File: config.mk
export PLATFORM = sky130hd
export DESIGN_NAME = rxla_ctrl
export DESIGN_NICKNAME = d
export VERILOG_FILES = /design/src/rtl/rxla_ctrl.sv
export SDC_FILE = /design/constraint.sdc
export NUM_CORES = 2
export LEC_CHECK = 0
export BUFFER_PORTS_ARGS = -buffer_cell sky130_fd_sc_hd__buf_2
export CAP_MARGIN = 25
export CORE_MARGIN = 4
export CORE_UTILIZATION = 60
export DETAILED_ROUTE_END_ITERATION = 16
export PLACE_DENSITY = 0.87
export REMOVE_ABC_BUFFERS = 1
export SLEW_MARGIN = 30
export SYNTH_ARGS = -nofsm -noshare
export SYNTH_HDL_FRONTEND = slang
export SYNTH_SLANG_ARGS = --single-unit
File: constraint.sdc
create_clock -name clk -period 5.64 [get_ports clk]
set_clock_uncertainty 0.05 [all_clocks]
set_input_delay 0.282 -clock clk [delete_from_list [all_inputs] [get_ports clk]]
set_output_delay 0.282 -clock clk [all_outputs]
set_load 0.01 [all_outputs]
File: src/rtl/rxla_ctrl.sv
module rxla_ctrl #(
  parameter int RING   = 8,
  parameter int THRESH = 64,
  parameter int AW     = 16,
  parameter int LW     = 12,
  localparam int IW    = (RING > 1) ? $clog2(RING) : 1
) (
  input  logic          clk,
  input  logic          rst_n,
  input  logic          early_irq_en,
  input  logic          in_valid,
  input  logic [7:0]    in_data,
  input  logic          in_sof,
  input  logic          in_eof,
  input  logic          host_we,
  input  logic [IW-1:0] host_widx,
  input  logic [AW-1:0] host_wbase,
  input  logic [LW-1:0] host_wlen,
  input  logic          host_wown,
  input  logic          host_wstp,
  input  logic [IW-1:0] host_ridx,
  output logic [AW-1:0] host_rbase,
  output logic [LW-1:0] host_rlen,
  output logic [LW-1:0] host_rcnt,
  output logic [3:0]    host_rflags,
  output logic          mem_we,
  output logic [AW-1:0] mem_addr,
  output logic [7:0]    mem_data,
  output logic          rx_irq,
  output logic          buf_err
);
  localparam int FD = 2 ** $clog2(2 * THRESH);
  localparam int PW = $clog2(FD);
  localparam int CW = $clog2(THRESH + 1);

  typedef enum logic [1:0] {S_WAIT, S_FILL, S_DROP} st_t;

  logic [AW-1:0] d_base [RING];
  logic [LW-1:0] d_len  [RING];
  logic [LW-1:0] d_cnt  [RING];
  logic [RING-1:0] d_own, d_stp, d_enp, d_err;

  logic [9:0]    fq [FD];
  logic [PW-1:0] wp, rp;
  logic [PW:0]   used, rel, pend, add;
  logic [CW-1:0] icnt, n_cnt;
  logic          ihot, cont, hit, trig;

  st_t           st;
  logic [LW-1:0] off, woff;
  logic [IW-1:0] cur, nxt;
  logic          la_own, la_req;
  logic          go, h_sof, h_eof, start, store, miss, wlast, nxt_ok, close, cerr, dropping;
  logic [7:0]    h_data;

  assign cont  = ihot && !in_sof;
  assign n_cnt = in_sof ? CW'(1) : (icnt == CW'(THRESH)) ? icnt : icnt + CW'(1);
  assign hit   = in_valid && !cont && (in_eof || n_cnt == CW'(THRESH));
  assign trig  = in_valid && !cont && n_cnt == CW'(THRESH);
  assign add   = !in_valid ? '0 : cont ? (PW+1)'(1) : hit ? pend + (PW+1)'(1) : '0;

  always_ff @(posedge clk) begin
    if (in_valid) fq[wp] <= {in_eof, in_sof, in_data};
  end

  always_ff @(posedge clk or negedge rst_n) begin
    if (!rst_n) begin
      wp <= '0; rp <= '0; used <= '0; rel <= '0;
      pend <= '0; icnt <= '0; ihot <= 1'b0;
    end else begin
      if (in_valid) begin
        wp   <= wp + PW'(1);
        icnt <= n_cnt;
        pend <= (cont || hit) ? '0 : pend + (PW+1)'(1);
        ihot <= hit ? !in_eof : (cont && !in_eof);
      end
      if (go) rp <= rp + PW'(1);
      used <= used + {{PW{1'b0}}, in_valid} - {{PW{1'b0}}, go};
      rel  <= rel + add - {{PW{1'b0}}, go};
    end
  end

  assign {h_eof, h_sof, h_data} = fq[rp];
  assign dropping = st == S_DROP;
  assign go     = rel != '0 && !host_we;
  assign start  = st == S_WAIT && h_sof && d_own[cur];
  assign store  = go && (st == S_FILL || start);
  assign miss   = go && st == S_WAIT && h_sof && !d_own[cur];
  assign woff   = (st == S_FILL) ? off : '0;
  assign wlast  = woff + LW'(1) == d_len[cur];
  assign nxt    = (cur == IW'(RING - 1)) ? '0 : cur + IW'(1);
  assign nxt_ok = la_own || d_own[nxt];
  assign close  = store && (h_eof || wlast);
  assign cerr   = store && !h_eof && wlast && !nxt_ok;

  always_ff @(posedge clk or negedge rst_n) begin
    if (!rst_n) begin
      for (int i = 0; i < RING; i++) begin
        d_base[i] <= '0; d_len[i] <= '0; d_cnt[i] <= '0;
      end
      d_own <= '0; d_stp <= '0; d_enp <= '0; d_err <= '0;
    end else begin
      for (int i = 0; i < RING; i++) begin
        if (host_we && host_widx == IW'(i)) begin
          d_base[i] <= host_wbase;
          d_len[i]  <= host_wlen;
          d_cnt[i]  <= '0;
          d_own[i]  <= host_wown;
          d_stp[i]  <= host_wstp;
          d_enp[i]  <= 1'b0;
          d_err[i]  <= 1'b0;
        end else if (close && cur == IW'(i)) begin
          d_cnt[i]  <= woff + LW'(1);
          d_own[i]  <= 1'b0;
          d_enp[i]  <= h_eof;
          d_err[i]  <= cerr;
        end
      end
    end
  end

  always_ff @(posedge clk or negedge rst_n) begin
    if (!rst_n) begin
      st <= S_WAIT; off <= '0; cur <= '0;
      la_own <= 1'b0; la_req <= 1'b0;
      mem_we <= 1'b0; mem_addr <= '0; mem_data <= '0;
      rx_irq <= 1'b0; buf_err <= 1'b0;
    end else begin
      mem_we <= store;
      if (store) begin
        mem_addr <= d_base[cur] + AW'(woff);
        mem_data <= h_data;
      end
      rx_irq  <= close && (h_eof || cerr || (early_irq_en && d_stp[cur]));
      buf_err <= miss || cerr;
      if (close) cur <= nxt;
      la_req <= trig || (la_req && (host_we || close));
      if (close) la_own <= 1'b0;
      else if (la_req && !host_we) la_own <= d_own[nxt];
      if (store) begin
        off <= close ? '0 : woff + LW'(1);
        st  <= !close ? S_FILL : h_eof ? S_WAIT : cerr ? S_DROP : S_FILL;
      end else if (miss) begin
        st <= h_eof ? S_WAIT : S_DROP;
      end else if (go && dropping && h_eof) begin
        st <= S_WAIT;
      end
    end
  end

  assign host_rbase  = d_base[host_ridx];
  assign host_rlen   = d_len[host_ridx];
  assign host_rcnt   = d_cnt[host_ridx];
  assign host_rflags = {d_err[host_ridx], d_enp[host_ridx], d_stp[host_ridx], d_own[host_ridx]};
endmodule


### Yosys cells after proc, flatten, opt, wreduce, memory -nomap -nowiden

Memories as Yosys holds them, arrays and structs flattened.
Cells that the tools add are included.

* flip-flop bits (word level): 436
* memory bits (writable): 1280
* input port bits: 51
* output and inout port bits: 71
* word-level logic and storage cells: 291
* memories: 1

* $add $sub $neg: 9
* magnitude comparators: 5
* eq/ne operators: 19
* multiplexer cells: 114
* bitwise operators: 2
* reductions and logical operators: 69

Memory list
* fq: words 128, bits a word 10, rd ports 1, clocked after memory_dff 0, write ports 1, RTL line 43 `logic [9:0] fq [FD];`

Operators by type and width (count)
* $mux W12: 24
* $bmux W12 S3: 3
* $bmux W16 S3: 2
* $mux W16: 4
* $mux W1: 60
* $logic_and A1 B1 Y1: 38
* $mux W8: 4
* $eq A3 B3 Y1 const B: 8
* $add A7 B1 Y7 const B: 3
* $bmux W1 S3: 7
* $reduce_bool A2 Y1: 9
* $add A16 B12 Y16: 1
* $eq A7 B7 Y1 const B: 2
* $mux W2: 7
* $mux W7: 2
* $add A12 B1 Y12 const B: 1
* $eq A12 B12 Y1: 1
* $eq A3 B2 Y1 const B: 4
* $lt A3 B4 Y1 const B: 3
* $logic_or A1 B1 Y1: 10
* $add A8 B1 Y8 const B: 1
* $add A8 B8 Y8: 1
* $ge A4 B4 Y1 const B: 2
* $not A3 Y4: 2
* 11 further kinds: 19

### Depth between registers and ports, before layout

* depth in word-level cells: 12
* depth in mapped cells: 22
* gate-level depth less buffers: 22

### Worst setup path after synthesis

OpenSTA, ideal clock, no wires.

* kind: reg2reg
* start point: reg cur[0]
* end point: reg mem_addr[12]
* setup time: 0.083 ns
* data arrival time: 4.392 ns
* required time: 5.507 ns
* path slack: 1.116 ns
* cell stages (with the launch flop): 20
* path buffers: 4
* clock period less this slack: 4.524 ns
* cells stage by stage: dfrtp_1 > buf_2 > buf_2 > buf_2 > buf_1 > mux4_2 > nand2_1 > nand2_1 > ha_1 > inv_1 > fa_1 > nor2b_1 > o21a_1 > o21ai_0 > nand2b_1 > a31o_2 > a41oi_1 > a21oi_1 > xor2_1 > o21ai_0

* word-level cells in the longest chain between the ends: 5
* elaborated cells on any way between the ends: 10
* those cells by class: add/sub: 1; mux: 5; bitwise: 1; reduce/logical: 3

Ends and longest elaborated chain
* from (decl): RTL line 51 `logic [IW-1:0] cur, nxt;`
* from (signal assigned): RTL line 136 `if (close) cur <= nxt;`
* $not A3 Y4 (not written as such) or $bmux W1 S3 (tied branches): RTL line 131, 86
* $bmux W16 S3 or $mux W1 (tied branches): RTL line 131, 86
* $mux W16 (not written as such) or $logic_and A1 B1 Y1 (tied branches): RTL line 131, 86
* $mux W16 (not written as such) or $logic_or A1 B1 Y1 (tied branches): RTL line 131, 87
* $add A16 B12 Y16 or $logic_and A1 B1 Y1 (tied branches): RTL line 131, 87
* to (signal assigned): RTL line 131 `mem_addr <= d_base[cur] + AW'(woff);`
* to (decl): RTL line 27 `output logic [AW-1:0] mem_addr,`

Several ways; a longest one is shown, not always the timed one. The select of a mux whose other input is x is not followed.
A chain may end at the register's enable or synchronous reset.

### Worst setup path after layout

* start point: reg rp[1]
* end point: reg d_own[7]

* word-level cells in the longest chain between the ends: 8
* elaborated cells on any way between the ends: 9
* those cells by class: reduce/logical: 8; memory: 1

Ends and longest elaborated chain
* from (decl): RTL line 44 `logic [PW-1:0] wp, rp;`
* from (signal assigned): RTL line 77 `if (go) rp <= rp + PW'(1);`
* $mem_v2 Z128 W10 *
* $logic_and A1 B1 Y1 (2 in a row): RTL line 86 `assign start = st == S_WAIT && h_sof && d_own[cur];`
* $logic_or A1 B1 Y1: RTL line 87 `assign store = go && (st == S_FILL || start);`
* $logic_and A1 B1 Y1: RTL line 87
* $logic_and A1 B1 Y1 *: RTL line 93 `assign close = store && (h_eof || wlast);`
* $logic_and A1 B1 Y1 *: RTL line 112 `end else if (close && cur == IW'(i)) begin`
* $reduce_bool A2 Y1 (no line) *
* to (signal, indexed assignment): RTL line 108 `d_own[i] <= host_wown;`
* to (decl): RTL line 41 `logic [RING-1:0] d_own, d_stp, d_enp, d_err;`

Mark *: on every way between the ends. The rest lies on a longest branch, timed or not.

==> results.yml <==
worst_setup_path:
  crit_path_start_kind: "flip-flop"
  worst_setup_path_end_kind: "flip-flop"
  crit_required_ns: 6.27
  path_class: "flip-flop to flip-flop"
  worstReg2RegStart: "rp[1]$_DFFE_PN0P_"
  reg2reg_depth: 9
  cp_max_fo: 53
  r2r_slack_ns: 0.22
  timing.critical_path.arrival_ns: 6.05
  worst_r2r_endpoint: "d_own[7]$_DFFE_PN0P_"
clock_network:
  clkTransAtPathRegs_ns: 0.06
  cts_root_buffer: "clkbuf_16"
  cts_setup_buffers: 0
  cts_tree: "done"
  htreeDepth: 4
  clk_latency_ns: 0.83
  cts_max_path_buffers: 3
  ctsResizeCount: 0
  clock_sinks: 1716
  numCtsBuffers: 167
timing:
  worst_pin_slew_ns: 1.08
  min_period_ns: 5.42
  setup_tns_ns: 0
  setup_slack_ns: 0.217
  fmax_mhz: 184
  setup_violations: 0
  finalCritPeriodShare_pct: 96.1
  slew_viol_final: 0
  rsz0062_at_grt: "false"
  slew_headroom_pct: 28.0
  finalHoldViolCount: 0
logic_synthesis:
  syn_inst: 4069
  synth-edff-count: 1280
  synthesis.area_mm2: 0.0724
  synth.distinct_cells: 76
  ys.flop_type: "edfxtp_1"
  postSynthAreaPerCell_um2: 17.8
  yosys_warnings: 0
  ys_ff_latch: 1716
  synth-seq-area-share_pct: 68.2
  synth_async_sr_flop_share_pct: 25.4
final_layout:
  nets: 4349
  final_common_cell: "edfxtp_1"
  multi_input_area_mm2: 0.0220
  drive_gt1_share_pct: 30.1
  regArea_mm2: 0.0494
  areaGrowthSynthToFinish_pct: 11.8
  fin_util_pct: 67.6
  mostFrequentLayoutCells: "1280 x edfxtp_1, 603 x nand2_1, 539 x mux4_2"
  final_cell_area_mm2: 0.0809
  nFillCells: 6964
floorplanning:
  ios: 122
  start_util_pct: 60.4
  die-area_mm2: 0.126
  fp.dieH_um: 355
  fp.coreArea_mm2: 0.120
  rows: 127
  fp.dieW_um: 355
placement:
  place_area_mm2: 0.0749
  gp_congestion: 0.858
  port_buffers: 121
  pre_cts_slack_ns: 0.847
  hpwl_um: 111000
run:
  maxCapViolCount: 0
global_routing:
  grt_max_degree: 144
  grt_pass1_wl_um: 303000
  grt_overflow_total: 0
  track_usage_pct: 32.9
  first_global_vias: 43575
  antenna_found_initial: 12
hold_path:
  worst_hold_path_type: "primary input to flip-flop"
  hold_path_end: "fq[110][2]$_DFFE_PP_"
  hold_depth: 1
  hp-start: "in_data[2]"
power_and_ir_drop:
  power_frac_seq_pct: 40.2
  pwr-share-comb_pct: 30.3
  power_density_mw_per_mm2: 477
  p_leak_nw: 28.8
  switching_share_pct: 32.7
  p_total_mw: 38.6
  p_sw_mw: 12.6
  ir_drop_v: 0.000375
  internal-power_mw: 26.0
  clockPowerShare_pct: 29.5
route:
  ant_nets: 0
  post-route-drc-count: 0
  vias_per_cell: 7.07
  dr_total_vias: 42492
  wl_met3_um: 24500
  wl_um: 205000
  drt-initial-drc-count: 6673
  dr.pass1.iters: 9
  routedLengthMet1_um: 66700
  wl_per_cell_um: 34.1
  dr_wl_met2_um: 100000
  routed.top_layer: "met5"
status:
  status: "finished, final reports clean"
==> power by group through the flow <==
stage | registers (mW) | logic, mW | clock network [mW]
6_report | 15.5 | 11.7 | 11.4
5_1_grt | 15.6 | 12.0 | 12.0
3_3_place_gp | 15.7 | 10.3 | 0
2_1_floorplan | 15.9 | 6.80 | 0
4_1_cts | 15.5 | 11.2 | 11.4
3_5_place_dp | 15.7 | 10.7 | 0
==> state kept, by name, summed over array words and instances, names as in the netlist, 2 cells and up <==
name	cells
wp	7
cur	3
pend	8
d_err	8
icnt	7
mem_addr	16
d_cnt	96
fq	1280
d_enp	8
d_own	8
d_stp	8
off	12
d_len	96
mem_data	8
rel	8
rp	7
d_base	128
st	2
==> area by class of cell <==
type	instances	share of cell area (%)
well taps	1612	2.49
multi-input cells	2066	27.2
diodes	7	0.0216
clock buffers	213	5.57
clock inverters	85	1.14
flip-flops and latches	1716	61.0
inverters	47	0.218
repair buffers	260	2.35
==> metrics by stage <==
| step | hold WS (ns) | std cells |
|---|---|---|
| finish | 0.0220 | 6006 |
| global route | 0.0461 | 6001 |
| CTS | 0.00222 | 5997 |
| detailed placement | 0.216 | 5663 |
| global placement | 0.409 | 5662 |
| floorplan | -0.0636 | 3829 |
==> Yosys cell counts (33+ instances only) <==
cell type	number	area, um^2
mux2_2	165	1860
inv_1	44	165
buf_1	33	124
mux4_2	539	12100
clkbuf_1	135	507
dfrtp_1	436	10900
ha_1	38	475
edfxtp_1	1280	38400
nand2_1	612	2300
o21ai_0	58	290
nand3_1	38	190
buf_2	42	210
mux2i_1	168	1680
nor2_1	153	574
==> worst max-delay path, stage by stage, from the launching register on <==
cell      delay [ns]
dfrtp_4         1.09
buf_4           0.50
mux4_2          0.31
o22ai_1         0.11
nor4_1          0.63
nor2_1          0.24
a221oi_2        0.95
o21ba_1         0.50
nand2_2         0.46
a31o_2          0.41
==> worst max path at each step <==
stage / startpoint / slack, ns / endpoint / cells past startpoint
floorplan: rp[0]$_DFFE_PN0P_ / -10.09 / d_own[5]$_DFFE_PN0P_ / 9
global route: rp[0]$_DFFE_PN0P_ / 0.32 / d_err[1]$_DFFE_PN0P_ / 12
global placement: rp[1]$_DFFE_PN0P_ / 1.15 / d_own[7]$_DFFE_PN0P_ / 9
finish: rp[1]$_DFFE_PN0P_ / 0.22 / d_own[7]$_DFFE_PN0P_ / 9
CTS: rp[1]$_DFFE_PN0P_ / 0.62 / d_own[7]$_DFFE_PN0P_ / 9
detailed placement: rp[1]$_DFFE_PN0P_ / 0.85 / d_own[7]$_DFFE_PN0P_ / 9
==> routing by layer <==
layer | global-route usage [%] | vias up
li1 | - | 16258
met1 | 41.8 | 21630
met2 | 53.0 | 3693
met3 | 8.39 | 901
met4 | 17.6 | 10
met5 | 0 | -
==> what timing repair did <==
item | in CTS | in global routing
hold endpoints to repair | 507 | 0
setup endpoints to repair | 0 | 0
hold buffers | 36 | 0
==> kinds of logic after synthesis <==
logic type | Yosys count | share of synthesized area [%]
DFF | 1716 | 68.2
and+or+nand+nor | 929 | 5.33
muxes | 872 | 21.7
buffers and inverters | 287 | 1.91
AOI/OAI and AO/OA | 168 | 1.55
xor gates and xnor gates | 57 | 0.689
adders and majority gates | 40 | 0.712
(Power assumes the default switching activity.)
